--- src/rtl/pxs_pkg.sv ---
package pxs_pkg;
   // Default geometry of the serializer
   localparam int unsigned DEF_PIX_W   = 8;
   localparam int unsigned DEF_WORD_W  = 32;
   localparam int unsigned DEF_NUM_BUF = 4;
   localparam int unsigned DEF_DIV     = 4;
   localparam int unsigned DEF_CNT_W   = 8;

   // Number of pixels held in the whole chain
   function automatic int unsigned pix_per_burst(input int unsigned word_w,
                                                 input int unsigned pix_w,
                                                 input int unsigned nbuf);
      return (word_w / pix_w) * nbuf;
   endfunction
endpackage

--- src/rtl/pxs_stage.sv ---
// One shift buffer of the chain: loadable word, shifts right by one pixel,
// taking the incoming pixel from the neighbour above.
module pxs_stage #(
   parameter int unsigned WORD_W = 32,
   parameter int unsigned PIX_W  = 8
) (
   input  logic              clk,
   input  logic              rst_n,
   input  logic              load,
   input  logic [WORD_W-1:0] load_data,
   input  logic              shift,
   input  logic [PIX_W-1:0]  shift_in,
   output logic [PIX_W-1:0]  low_pix
);
   logic [WORD_W-1:0] word_q;

   always_ff @(posedge clk or negedge rst_n) begin
      if (!rst_n)
         word_q <= '0;
      else if (shift)
         word_q <= {shift_in, word_q[WORD_W-1:PIX_W]};
      else if (load)
         word_q <= load_data;
   end

   assign low_pix = word_q[PIX_W-1:0];
endmodule

--- src/rtl/pxs_timer.sv ---
// Dual-counter baud timer: low counter sets the half period, high counter
// counts pixel-clock edges. Output idles low; disables itself on compare.
module pxs_timer #(
   parameter int unsigned CNT_W  = 8,
   parameter int unsigned CMP_LO = 1,
   parameter int unsigned CMP_HI = 31
) (
   input  logic clk,
   input  logic rst_n,
   input  logic start,
   output logic active,
   output logic sclk,
   output logic fall
);
   logic [CNT_W-1:0] lo_q, hi_q;
   logic             expire;

   assign expire = active && (lo_q == '0);
   assign fall   = expire && (hi_q != '0) && sclk;

   always_ff @(posedge clk or negedge rst_n) begin
      if (!rst_n) begin
         active <= 1'b0;
         sclk   <= 1'b0;
         lo_q   <= '0;
         hi_q   <= '0;
      end else if (start) begin
         active <= 1'b1;
         sclk   <= 1'b0;
         lo_q   <= CNT_W'(CMP_LO);
         hi_q   <= CNT_W'(CMP_HI);
      end else if (active) begin
         if (!expire) begin
            lo_q <= lo_q - 1'b1;
         end else begin
            lo_q <= CNT_W'(CMP_LO);
            if (hi_q == '0) begin
               active <= 1'b0;
               sclk   <= 1'b0;
            end else begin
               hi_q <= hi_q - 1'b1;
               sclk <= ~sclk;
            end
         end
      end
   end
endmodule

--- src/rtl/pxs_serializer.sv ---
module pxs_serializer
   import pxs_pkg::*;
#(
   parameter int unsigned PIX_W   = DEF_PIX_W,
   parameter int unsigned WORD_W  = DEF_WORD_W,
   parameter int unsigned NUM_BUF = DEF_NUM_BUF,
   parameter int unsigned DIV     = DEF_DIV,
   parameter int unsigned CNT_W   = DEF_CNT_W,
   localparam int unsigned SEL_W  = (NUM_BUF > 1) ? $clog2(NUM_BUF) : 1
) (
   input  logic              clk,
   input  logic              rst_n,
   input  logic              wr_en,
   input  logic [SEL_W-1:0]  wr_sel,
   input  logic [WORD_W-1:0] wr_data,
   output logic              dreq,
   output logic              ovr_err,
   output logic [PIX_W-1:0]  pix_out,
   output logic              pix_clk,
   output logic              xfer_active
);
   localparam int unsigned BURST  = pix_per_burst(WORD_W, PIX_W, NUM_BUF);
   localparam int unsigned CMP_HI = BURST * 2 - 1;
   localparam int unsigned CMP_LO = DIV / 2 - 1;
   localparam logic [SEL_W-1:0] LAST_SEL = SEL_W'(NUM_BUF - 1);

   // Elaboration-time parameter checks
   generate
      if (WORD_W % PIX_W != 0 || WORD_W < 2 * PIX_W)
         $error("WORD_W must be a multiple of PIX_W holding at least two pixels");
      if (DIV < 2 || DIV % 2 != 0)
         $error("DIV must be even and at least 2");
      if (CMP_HI >= (1 << CNT_W) || CMP_LO >= (1 << CNT_W))
         $error("timer compare values do not fit CNT_W");
   endgenerate

   logic             full_last;
   logic             busy, wr_ok, start, fall, shift;
   logic [PIX_W-1:0] low_pix [NUM_BUF];
   logic [PIX_W-1:0] pins_q;
   logic             ovr_q;

   assign busy  = xfer_active | full_last;
   assign wr_ok = wr_en & ~busy;
   assign start = full_last & ~xfer_active;
   assign shift = start | fall;

   // Chain of shift buffers; stage i takes its input from stage i+1
   generate
      for (genvar i = 0; i < NUM_BUF; i++) begin : g_stage
         logic [PIX_W-1:0] feed;
         if (i == NUM_BUF - 1) begin : g_top
            assign feed = '0;
         end else begin : g_mid
            assign feed = low_pix[i+1];
         end
         pxs_stage #(.WORD_W(WORD_W), .PIX_W(PIX_W)) u_stage (
            .clk      (clk),
            .rst_n    (rst_n),
            .load     (wr_ok && (wr_sel == SEL_W'(i))),
            .load_data(wr_data),
            .shift    (shift),
            .shift_in (feed),
            .low_pix  (low_pix[i])
         );
      end
   endgenerate

   pxs_timer #(.CNT_W(CNT_W), .CMP_LO(CMP_LO), .CMP_HI(CMP_HI)) u_timer (
      .clk   (clk),
      .rst_n (rst_n),
      .start (start),
      .active(xfer_active),
      .sclk  (pix_clk),
      .fall  (fall)
   );

   // Status flag of the last buffer, output pins and overrun pulse
   always_ff @(posedge clk or negedge rst_n) begin
      if (!rst_n) begin
         full_last <= 1'b0;
         pins_q    <= '0;
         ovr_q     <= 1'b0;
      end else begin
         if (start)
            full_last <= 1'b0;
         else if (wr_ok && wr_sel == LAST_SEL)
            full_last <= 1'b1;
         if (shift)
            pins_q <= low_pix[0];
         ovr_q <= wr_en && (wr_sel == LAST_SEL) && busy;
      end
   end

   assign pix_out = pins_q;
   assign ovr_err = ovr_q;
   assign dreq    = ~full_last & ~xfer_active;
endmodule

--- config.mk ---
export PLATFORM = sky130hd
export DESIGN_NAME = pxs_serializer
export DESIGN_NICKNAME = d
export VERILOG_FILES = /design/src/rtl/pxs_pkg.sv /design/src/rtl/pxs_stage.sv /design/src/rtl/pxs_timer.sv /design/src/rtl/pxs_serializer.sv
export SDC_FILE = /design/constraint.sdc
export NUM_CORES = 1
export LEC_CHECK = 0
export BUFFER_PORTS_ARGS = -buffer_cell sky130_fd_sc_hd__buf_2
export CAP_MARGIN = 25
export CORE_ASPECT_RATIO = 1.25
export CORE_MARGIN = 2
export CORE_UTILIZATION = 30
export CTS_CLUSTER_DIAMETER = 150
export DETAILED_ROUTE_END_ITERATION = 6
export PLACE_DENSITY = 0.43
export SLEW_MARGIN = 10
export SYNTH_ARGS = -nofsm -noshare
export SYNTH_HDL_FRONTEND = slang
export SYNTH_SLANG_ARGS = --single-unit
--- constraint.sdc ---
create_clock -name clk -period 2.6 [get_ports clk]
set_input_delay 0.26 -clock clk [delete_from_list [all_inputs] [get_ports clk]]
set_output_delay 0.26 -clock clk [all_outputs]
set_load 0.005 [all_outputs]
==> reports/qor.csv <==
stage,metric,value,unit
synth,Post-Syn Area,0.00760,mm²
min_path,hold depth,2,
drt,WL per Instance,17.1,µm
synth,"Primary FF master, synth",dfrtp_1,
grt,first-pass GRT wire length,28400,µm
synth,Ys Warns,0,
cells_and_area,"most common cell after layout, fill and taps aside",mux2_2,
place,Routability Congestion,0.703,
drt,antenna-violating nets left,0,
grt,GRT overflow,0,
cells_and_area,most frequent cells in the layout,"165 x mux2_2, 156 x dfrtp_1, 58 x nand2_1",
cells_and_area,nets,703,
critical_path,Setup crit start kind,flop,
synth,Synth top area share,0.513,
sta,Setup-failing EPs final,0,
power_and_ir_drop,Cell Pwr Density,549,mW/mm²
clocking,CTS Root Cell,clkbuf_16,
synth,Syn Nets,656,
sta,setup TNS,0,ns
drt,DR iter-0 viols,273,
sta,"Hold Vio Cnt, Final",0,
cells_and_area,share of cells above drive strength 1,0.401,
sta,clock skew,0.0111,ns
cells_and_area,Post-Layout Inst Area,0.00885,mm²
grt,largest net degree at the start of global routing,66,
clocking,CTS Buffer Depth,2,
sta,actual slew at the worst max-slew pin,0.664,ns
run,max cap viols,0,
sta,RSZ-0062 raised after global routing,no,
clocking,CTS buffer count,17,
place,DPL Wire Length,11000,µm
grt,GRT Total Usage,0.136,
drt,final WL,17200,µm
critical_path,Worst Path Max Fanout,44,
synth,synth unique cells,44,
clocking,H-tree Lvls,4,
drt,Pre-antenna DRT Iters,4,
grt,vias in the first global route,5119,
critical_path,Crit Path Class,flop to flop,
power_and_ir_drop,LEAKAGE,4.07,nW
sta,FMAX,407,MHz
place,DP Area,0.00830,mm²
die,Die Span Y,182,µm
sta,minimum clock period,2.46,ns
critical_path,crit-path max cell delay,0.49,ns
critical_path,Reg2Reg Depth,7,
clocking,Clock Latency Late Sink,0.42,ns
critical_path,R2R Setup Slk,0.14,ns
drt,Via Count,4904,
clocking,PostCTS Resize Cnt,0,
clocking,CTS tree,yes,
drt,Remaining DRCs,0,
die,die width,146,µm
synth,Async SR Flop Fraction,1.00,
critical_path,crit path to,g_stage[0].u_stage.word_q[6],
min_path,Worst Hold Class,primary input to flop,
critical_path,CP startpoint,u_timer.hi_q[0],
synth,largest cells by area after synthesis,"dfrtp_1 51%, mux2_2 24%, mux2_1 5.3%",
power_and_ir_drop,Power Total,0.00486,W
die,Initial Utilization,0.303,
synth,Synth Instances,615,
critical_path,FF-to-FF Start,u_timer.hi_q[0],
sta,WHS,0.0960,ns
critical_path,cells along the critical path,"inv_1, ha_1, or3b_2, o211a_1, a21oi_4, buf_12, mux2_2",
critical_path,Required @ worst endpoint,2.90,ns
cells_and_area,P&R area growth vs syn,16.4,%
critical_path,Worst EP arrival,2.76,ns
sta,Rel. slew slack,0.557,
clocking,Clock Sinks,156,
sta,"Slew Viols, Final",0,
synth,syn avg cell area,12.4,µm²
die,IO Pins,49,
die,num rows,65,
synth,register area share after synthesis,0.513,
critical_path,Worst Setup End Kind,flop,
synth,Yosys reg bits,156,
sta,fin crit share,0.945,
clocking,Clock transition at path regs,0.06,ns
grt,initial antenna violation count,4,
status,status,finished clean,
place,buffers added on ports,48,
die,Die ar.,0.0266,mm²
drt,DR vias/cell,4.87,
synth,Post-synth EDFFs,0,
clocking,postcts setup bufs,0,
critical_path,slowest CP cell,or3b_2,
critical_path,RR Endpoint,g_stage[0].u_stage.word_q[6],
synth,post-synth top area cell,dfrtp_1,
power_and_ir_drop,Peak VDD IR,439,µV
die,core area,0.0250,mm²
[cells by family (layout without fill, tap and decap cells)]
group                    count (synthesis)  count (layout)  share of synthesized area
adder cells (fa/ha/maj)                  4               4                    0.00658
AND/OR/NAND/NOR                         95              95                     0.0602
buffers and inverters                   71             127                     0.0436
AO/OA/AOI/OAI                           86              86                     0.0759
multiplexers                           202             202                      0.299
flip-flops                             156             156                      0.513
other                                    0               1                          0
XOR/XNOR                                 1               1                    0.00115
[final cells by class]
class                      instances  area [µm²]
antenna                            1        2.50
clock buffer                      20         457
clock inverter                     8        72.6
fill                            2578       16200
inverter                          31         116
multi-input combinational        388        3390
sequential                       156        3900
tap                              335         419
timing repair buffer              68         487
[registers in the layout, indices dropped and copies added, names as in the netlist]
| name | cells |
|---|---|
| g_stage.u_stage.word_q | 128 |
| pix_out | 8 |
| u_timer.hi_q | 8 |
| u_timer.lo_q | 8 |
| full_last | 1 |
| ovr_err | 1 |
| u_timer.active | 1 |
| u_timer.sclk | 1 |
[critical path, delay by kind of cell, from the launching register on]
kind | cells | cell delay (ns)
adder cells (fa/ha/maj) | 1 | 0.16
AND/OR/NAND/NOR | 1 | 0.49
flip-flops | 1 | 0.39
multiplexers | 1 | 0.36
buffers and inverters | 2 | 0.40
AO/OA/AOI/OAI | 2 | 0.53
[per-stage QoR]
step	util	setup slack [ns]	instances
5_1_grt	0.353	0.0175	1007
3_5_place_dp	0.332	0.145	977
6_report	0.353	0.142	1007
3_3_place_gp	0.332	0.172	977
4_1_cts	0.353	0.127	1006
2_1_floorplan	-	0.229	615
[synth_stat cells (all sizes together) (3+ instances only)]
master	count
a21oi	40
a31oi	10
a32oi	24
buf	16
clkbuf	24
dfrtp	156
ha	4
inv	31
mux2	201
nand2	58
nand2b	3
nor2	8
nor3	4
o21ai	3
or3	4
or4	3
[layer usage]
layer	GRT usage	up-vias	share of wire
li1	-	2284	-
met1	0.175	2538	0.46
met2	0.226	61	0.50
met3	0.0372	15	0.031
met4	0.0346	6	0.0085
met5	0	-	0.0013
[timing repair]
item,CTS,global route
endpoints found under the setup margin,0,1
hold endpoints to repair,63,0
hold buffers,1,0
[report_power, final]
part	switching [W]	leakage (nW)	total, W	internal, W
combinational	0.0000952	1.79	0.000131	0.0000359
clock	0.000956	0.255	0.00229	0.00134
sequential	0.00000152	2.03	0.00243	0.00243
[worst min path at each step]
stage	start	end	slack, ns
global placement	rst_n	g_stage[0].u_stage.word_q[17]	0.32
CTS	wr_en	ovr_err	0.07
detailed placement	rst_n	g_stage[0].u_stage.word_q[17]	0.32
floorplan	rst_n	full_last	-0.04
global route	wr_en	ovr_err	0.09
finish	wr_en	ovr_err	0.1
(Power assumes the default switching activity.)
